File: config.mk
export PLATFORM = sky130hd
export DESIGN_NAME = tod_counter
export DESIGN_NICKNAME = d
export VERILOG_FILES = /design/src/rtl/tod_pkg.sv /design/src/rtl/tod_prescaler.sv /design/src/rtl/tod_halfsec.sv /design/src/rtl/tod_digit.sv /design/src/rtl/tod_counter.sv
export SDC_FILE = /design/constraint.sdc
export NUM_CORES = 1
export LEC_CHECK = 0
export ABC_AREA = 1
export BUFFER_PORTS_ARGS = -buffer_cell sky130_fd_sc_hd__buf_2
export CAP_MARGIN = 20
export CORE_ASPECT_RATIO = 1.25
export CORE_MARGIN = 3
export CORE_UTILIZATION = 55
export CTS_BUF_LIST = sky130_fd_sc_hd__clkbuf_4 sky130_fd_sc_hd__clkbuf_8 sky130_fd_sc_hd__clkbuf_16
export DETAILED_ROUTE_END_ITERATION = 6
export GPL_TIMING_DRIVEN = 0
export PLACE_DENSITY = 0.75
export SLEW_MARGIN = 25
export SYNTH_ARGS = -nofsm -noshare
export SYNTH_HDL_FRONTEND = slang
export SYNTH_SLANG_ARGS = --single-unit
File: constraint.sdc
create_clock -name clk -period 1.8 [get_ports clk]
set_clock_uncertainty 0.15 [all_clocks]
set_input_delay 0.36 -clock clk [delete_from_list [all_inputs] [get_ports clk]]
set_output_delay 0.36 -clock clk [all_outputs]
set_load 0.01 [all_outputs]
File: src/rtl/tod_pkg.sv
package tod_pkg;

    localparam int HALF_SEC_LAST = 119;
    localparam int HALF_SEC_W    = $clog2(HALF_SEC_LAST + 1);
    localparam int MIN_ONES_W    = 4;
    localparam int MIN_TENS_W    = 3;
    localparam int HRS_ONES_W    = 4;
    localparam int HRS_TENS_W    = 2;

    localparam logic [MIN_ONES_W-1:0] MIN_ONES_LAST = 4'd9;
    localparam logic [MIN_TENS_W-1:0] MIN_TENS_LAST = 3'd5;
    localparam logic [HRS_TENS_W-1:0] HRS_TENS_LAST = 2'd2;
    localparam logic [HRS_ONES_W-1:0] HRS_ONES_FULL = 4'd9;
    localparam logic [HRS_ONES_W-1:0] HRS_ONES_DAY  = 4'd3;

    typedef struct packed {
        logic [HRS_TENS_W-1:0] hrs_tens;
        logic [HRS_ONES_W-1:0] hrs_ones;
        logic [MIN_TENS_W-1:0] min_tens;
        logic [MIN_ONES_W-1:0] min_ones;
    } tod_t;

    // Hours units stop at 3 once the tens digit has reached its own limit.
    function automatic logic [HRS_ONES_W-1:0] hrs_ones_limit(input logic tens_at_last);
        return tens_at_last ? HRS_ONES_DAY : HRS_ONES_FULL;
    endfunction

endpackage

File: src/rtl/tod_prescaler.sv
module tod_prescaler #(
    parameter int PRESC_W = 14
) (
    input  logic clk,
    input  logic rst,
    output logic tick
);
    localparam int TOP = PRESC_W - 1;

    logic [PRESC_W-1:0] count_q;
    logic               top_q;

    always_ff @(posedge clk) begin
        if (rst) begin
            count_q <= '0;
            top_q   <= 1'b0;
        end else begin
            count_q <= count_q + 1'b1;
            top_q   <= count_q[TOP];
        end
    end

    // One-cycle pulse on the rising transition of the top bit.
    assign tick = count_q[TOP] & ~top_q;

endmodule

File: src/rtl/tod_halfsec.sv
module tod_halfsec #(
    parameter int W    = 7,
    parameter int LAST = 119
) (
    input  logic         clk,
    input  logic         rst,
    input  logic         tick,
    input  logic         clear,
    output logic [W-1:0] count,
    output logic         carry
);
    localparam logic [W-1:0] LAST_V = W'(LAST);

    logic [W-1:0] count_q;
    logic         at_last;

    assign at_last = (count_q == LAST_V);
    assign carry   = tick & at_last;
    assign count   = count_q;

    always_ff @(posedge clk) begin
        if (rst) begin
            count_q <= '0;
        end else if (tick) begin
            if (clear || at_last) count_q <= '0;
            else                  count_q <= count_q + 1'b1;
        end
    end

endmodule

File: src/rtl/tod_digit.sv
module tod_digit #(
    parameter int W = 4
) (
    input  logic         clk,
    input  logic         rst,
    input  logic         inc,
    input  logic [W-1:0] last,
    output logic [W-1:0] value,
    output logic         at_last
);
    logic [W-1:0] value_q;

    assign value   = value_q;
    assign at_last = (value_q == last);

    always_ff @(posedge clk) begin
        if (rst) begin
            value_q <= '0;
        end else if (inc) begin
            if (at_last) value_q <= '0;
            else         value_q <= value_q + 1'b1;
        end
    end

endmodule

File: src/rtl/tod_counter.sv
module tod_counter
    import tod_pkg::*;
#(
    parameter int PRESC_W = 14
) (
    input  logic                  clk,
    input  logic                  rst,
    input  logic                  set_hrs,
    input  logic                  set_min,
    input  logic                  hold_sec,
    output logic [MIN_ONES_W-1:0] min_ones,
    output logic [MIN_TENS_W-1:0] min_tens,
    output logic [HRS_ONES_W-1:0] hrs_ones,
    output logic [HRS_TENS_W-1:0] hrs_tens,
    output logic                  blink
);
    logic                  tick;
    logic [HALF_SEC_W-1:0] half_sec;
    logic                  sec_carry;
    tod_t                  now;

    logic mo_last, mt_last, ho_last, ht_last;
    logic mo_inc, mt_inc, ho_inc, ht_inc;
    logic [HRS_ONES_W-1:0] ho_limit;

    tod_prescaler #(.PRESC_W(PRESC_W)) presc_i (
        .clk  (clk),
        .rst  (rst),
        .tick (tick)
    );

    tod_halfsec #(.W(HALF_SEC_W), .LAST(HALF_SEC_LAST)) half_i (
        .clk   (clk),
        .rst   (rst),
        .tick  (tick),
        .clear (hold_sec),
        .count (half_sec),
        .carry (sec_carry)
    );

    // Minutes step on the natural carry or once per tick while set_min is held.
    assign mo_inc = sec_carry | (tick & set_min);
    assign mt_inc = mo_inc & mo_last;
    // Only the natural carry reaches the hours; the minutes button never does.
    assign ho_inc = (sec_carry & mo_last & mt_last) | (tick & set_hrs);
    assign ht_inc = ho_inc & ho_last;
    assign ho_limit = hrs_ones_limit(ht_last);

    tod_digit #(.W(MIN_ONES_W)) mo_i (
        .clk (clk), .rst (rst), .inc (mo_inc), .last (MIN_ONES_LAST),
        .value (now.min_ones), .at_last (mo_last)
    );

    tod_digit #(.W(MIN_TENS_W)) mt_i (
        .clk (clk), .rst (rst), .inc (mt_inc), .last (MIN_TENS_LAST),
        .value (now.min_tens), .at_last (mt_last)
    );

    tod_digit #(.W(HRS_ONES_W)) ho_i (
        .clk (clk), .rst (rst), .inc (ho_inc), .last (ho_limit),
        .value (now.hrs_ones), .at_last (ho_last)
    );

    tod_digit #(.W(HRS_TENS_W)) ht_i (
        .clk (clk), .rst (rst), .inc (ht_inc), .last (HRS_TENS_LAST),
        .value (now.hrs_tens), .at_last (ht_last)
    );

    assign min_ones = now.min_ones;
    assign min_tens = now.min_tens;
    assign hrs_ones = now.hrs_ones;
    assign hrs_tens = now.hrs_tens;
    assign blink    = half_sec[0];

endmodule

=== Yosys cells after proc, flatten, opt, wreduce, memory -nomap -nowiden ===
Cells that the tools add are included.

* Bits in latches: 0
* Memories: 0
* Bits in registers: 35
* Output and inout port bits: 14
* Bits in read-only memories: 0
* Input port bits: 5
* Word-level logic and storage cells: 36
* Bits in writable memories: 0

* Reduce and logical (&&, ||, !) cells: 1
* Add/subtract/negate cells: 6
* Multiply operators: 0
* Eq/ne operators: 5
* Bitwise logic cells: 11
* Muxes and demuxes: 6
* Magnitude comparators: 0
* Shift-type cells: 0
* Div/mod/pow operators: 0

{| class="wikitable"
|+ Operators with widths
! operator !! number
|-
| adder 14 x 1 -> 14 bit, second input constant || 1
|-
| 2-to-1 mux 4 bit || 3
|-
| adder 4 x 1 -> 4 bit, second input constant || 2
|-
| bitwise AND 1 bit || 8
|-
| adder 7 x 1 -> 7 bit, second input constant || 1
|-
| == test 7 bit, second input constant || 1
|-
| 2-to-1 mux 7 bit || 1
|-
| == test 4 bit || 1
|-
| == test 4 bit, second input constant || 1
|-
| adder 3 x 1 -> 3 bit, second input constant || 1
|-
| == test 3 bit, second input constant || 1
|-
| 2-to-1 mux 3 bit || 1
|-
| adder 2 x 1 -> 2 bit, second input constant || 1
|-
| == test 2 bit, second input constant || 1
|-
| 2-to-1 mux 2 bit || 1
|-
| OR 1 bit || 2
|-
| logical OR 1 bit || 1
|-
| NOT 1 bit || 1
|}

=== Longest topological paths before layout ===
* Depth after elaboration: 7
* Depth in mapped cells: 10
* Depth with buffers taken out: 9

=== Modules after synthesis ===
Synthesis repeated with hierarchy kept, for this count alone.

* Cell total of the unflattened synthesis: 321
* Area, all modules: 2084.5 µm²

{| class="wikitable"
|+ Modules (own cells, without submodules)
! module !! times used !! area each (µm²) !! cells an instance
|-
| tod_prescaler || 1 || 708.2 || 102
|-
| tod_digit at ho_i ... || 2 || 281.5 || 49
|-
| tod_halfsec || 1 || 427.9 || 57
|-
| tod_digit at mt_i || 1 || 188.9 || 27
|-
| tod_digit at ht_i || 1 || 132.6 || 25
|-
| tod_counter || 1 || 63.8 || 12
|}

=== Worst setup path before layout ===
No wires, ideal clock.

* Path kind: flip-flop to flip-flop
* From: reg half_i.count_q[0] (netlist: half_i.count[0])
* To: reg mo_i.value_q[1] (netlist: mo_i.value[1])
* Setup slack: 0.273 ns
* Buffers on the path: 1
* Period minus slack after synthesis: 1.527 ns
* Cell stages (with the launch flop): 10
* Data arrival time: 1.263 ns
* Cells stage by stage: dfxtp_1 -> ha_1 -> nand3_2 -> nor2_4 -> nand2_2 -> nand2_2 -> buf_6 -> nand2_2 -> a21oi_1 -> nor2_1

* Longest elaborated chain between the ends: 3

{| class="wikitable"
|+ RTL lines
! element !! line !! text
|-
| from (decl) || tod_halfsec.sv:14 || <nowiki>logic [W-1:0] count_q;</nowiki>
|-
| from (signal assigned) || tod_halfsec.sv:26 || <nowiki>else count_q <= count_q + 1'b1;</nowiki>
|-
| == test 7 bit || tod_halfsec.sv:17 || <nowiki>assign at_last = (count_q == LAST_V);</nowiki>
|-
| bitwise AND 1 bit || tod_halfsec.sv:18 || <nowiki>assign carry = tick & at_last;</nowiki>
|-
| OR 1 bit || tod_counter.sv:42 || <nowiki>assign mo_inc = sec_carry | (tick & set_min);</nowiki>
|-
| to (signal assigned) || tod_digit.sv:21 || <nowiki>else value_q <= value_q + 1'b1;</nowiki>
|-
| to (decl) || tod_digit.sv:11 || <nowiki>logic [W-1:0] value_q;</nowiki>
|}

Every way passes these cells.
A chain may end at the register's enable or synchronous reset.

=== Final worst setup path ===
* From: reg presc_i.count_q[0]
* To: reg presc_i.count_q[10]

* Longest elaborated chain between the ends: 1

{| class="wikitable"
|+ RTL lines
! element !! line !! text
|-
| from (decl) || tod_prescaler.sv:10 || <nowiki>logic [PRESC_W-1:0] count_q;</nowiki>
|-
| from (signal assigned) || tod_prescaler.sv:18 || <nowiki>count_q <= count_q + 1'b1;</nowiki>
|-
| adder 14 x 1 -> 14 bit || tod_prescaler.sv:18 ||
|}

Every way passes these cells.

==> impl_results.md <==
* Run status: complete, no violations
* Fin crit share at 90.83%
* Root buf cell: clkbuf_4
* Combinational fraction of design power at 2.7%
* Leakage power at 0.0007870 uW
* Max-slew headroom at 67.07%
* RSZ-0062 raised after global routing: no
* Cts hold-fix bufs at 0
* Met2 global-route usage at 28.28%
* Most common cell after layout, fill and taps aside: nand2_1
* Most frequent cells in the layout: nand2_1, dfxtp_1, nor2_1, inv_1
* Minimum setup slack after placement at 0.1380 ns
* GRT Overall Usage at 17.36%
* CTS H-tree lvls at 2
* Mux cell area share after synthesis at 0%
* Syn Area/Cell at 7.294 sq um
* Residual DRC at 0
* Largest net degree at the start of global routing at 11
* Sw Ratio at 22.08%
* Sequential fraction of the synthesis area at 39.86%
* I/O pins at 19
* Antenna Violating Nets Remaining at 0
* Mapped Area at 1758 sq um
* Placer Congestion at 0.7703
* Worst Slack Setup Final at 0.1650 ns
* DR WL/cell at 10.16 microns
* Clk_lat worst skew at 0.33 ns
* Final Power at 1248 uW
* Yosys warns at 0
* P_sw at 275.6 uW
* Row Count at 22
* Max-cap violations at 0
* PD cells at 640.8 nW/um^2
* Max Fclk at 611.6 MHz
* Reg power frac at 62.7%
* Main combinational cell family by area after synthesis: simple AND/OR/NAND/NOR gates
* Final Routed Wirelength at 3.069 mm
* Worst Setup Start Kind: flop
* N_diodes at 0
* Post-synthesis xor/xnor area fraction at 4.484%
* Crit path required time at 1.88 ns
* Core Util, Final at 64.93%
* GR peak layer: met2
* Simple-gate share of the synthesized area at 37.44%
* Layout area overhead at 10.82%
* Antenna violations before repair at 0
* Initial core utilization at 58.59%
* Worst EP arrival at 1.71 ns
* Peak VDD IR at 613.0 uV
* Detailed placement HPWL at 2.279 mm
* Nets at 273
* DR pass1 iterations at 4
* Clk pwr share at 34.6%
* Global-route met3 utilization at 5.028%
* Final Hold Fails at 0
* Clock-pin transition on the worst setup and hold timing paths at 0.10 ns
* Buffers on Ports at 17
* Post-DR vias/cell at 5.063
* Fin. max-slew vios at 0
* Die width at 56.57 microns
* Initial drt markers at 64
* Number of global-route vias before repair at 1,315
* R2R depth at 8
* Period minus WS final at 1.635 ns
* Worst slew pin tran at 0.4939 ns
* CTS Buffer Depth at 2
* GR Overflow Total at 0
* Full die area at 3915 sq um
* Synth Register Bits at 35
* First-pass GRT wire length at 5.499 mm
* Internal Power at 972.7 uW
* Clock sinks at 35
* Mapped Nets at 249
* Hold path depth at 2
* Grt met1 use at 21.15%
* Worst min path class: in2reg
* Library cells used by synthesis at 31
* Post-synthesis compound-gate area fraction at 8.327%
* Post-synthesis cell count at 241
* CP Max Fanout at 3
* CP endpoint kind: flop
* CTS tree: done
* # setup viols final at 0
* DIE HEIGHT at 69.21 microns
* Core Footprint at 3000 sq um
* Sum of negative setup slack at 0 ns
* Fraction of layout cells with a size suffix above 1 at 19.92%
* Synth Area in Adders at 2.135%
* Critical path class: reg2reg
* Vias at 1,529
* CTS Buf Count at 5
cell usage after synthesis (all sizes together):
library cell / count / area share (%)
buf: 2 / 0.92
nand2: 56 / 13
xnor2: 2 / 1.0
nor3b: 3 / 1.3
dfxtp: 35 / 40
nor3: 8 / 3.5
a21oi: 15 / 4.5
nand3: 22 / 7.4
nand4: 2 / 0.71
inv: 30 / 6.4
nor2: 41 / 11
clkbuf: 2 / 0.43
nor4: 1 / 0.36
a21o: 1 / 0.43
ha: 3 / 2.1
a21boi: 1 / 0.43
o21a: 1 / 0.43
o21ai: 9 / 2.6
xor2: 7 / 3.5
routing by layer:
metal	vias up	wire length (microns)
li1	819	-
met1	671	1398
met2	33	1448
met3	6	161
met4	0	61
met5	-	0
metrics by stage:
stage	cells	instance area [sq um]	hold slack, ns
6_report	302	1948	0.2342
5_1_grt	302	1948	0.2136
4_1_cts	302	1946	0.2137
3_5_place_dp	294	1888	0.3000
3_3_place_gp	294	1888	0.2811
2_1_floorplan	241	1758	0.2676
worst paths after layout:
path / from / to / slack (ns)
worst max-delay path: presc_i.count_q[0] / presc_i.count_q[10] / 0.16
worst min-delay path: rst / mt_i.value[0] / 0.23
worst max register to register: presc_i.count_q[0] / presc_i.count_q[10] / 0.16
worst min register to register: presc_i.count_q[0] / presc_i.count_q[0] / 0.32
worst max-delay path, stage by stage (launching register included):
cell	delay (ns)
dfxtp_1	0.37
ha_1	0.18
nand2_1	0.09
nor2_2	0.14
nand3_2	0.13
nor2_2	0.16
nand2_1	0.06
o21ai_0	0.18
nor2_1	0.07
power by group through the flow:
stage          logic [uW]  clock network (uW)  registers [uW]
2_1_floorplan        23.0                   0             800
3_3_place_gp         33.7                   0             801
3_5_place_dp         34.3                   0             801
4_1_cts              34.4                 458             783
5_1_grt              39.3                 482             784
6_report             33.7                 432             783
state kept, by name, summed over array words and instances, names as in the netlist:
signal	count
presc_i.count_q	14
half_i.count	7
ho_i.value	4
mo_i.value	4
mt_i.value	3
ht_i.value	2
presc_i.top_q	1
final cells by class:
type	count	area (sq um)
fillers	294	1052
flip-flops and latches	35	700.7
plain buffers	4	23.77
multi-input cells	172	923.4
inverters	30	112.6
repair buffers	17	85.08
clock buffers	7	52.55
well taps	36	45.04
clock inverters	1	5.005
kinds of logic (layout without fill, tap and decap cells):
family                   count (synthesis)  in the layout
adder cells (fa/ha/maj)                  3              3
AND/OR/NAND/NOR                        133            133
flip-flops                              35             35
XOR/XNOR                                 9              9
buffers and inverters                   34             59
AO/OA/AOI/OAI                           27             27
what timing repair did:
action	CTS	global route
setup endpoints to repair	0	1
setup buffers	0	0
resized for setup	0	1
endpoints found under the hold margin	0	0
No activity file was read; power rests on OpenSTA's default activity.
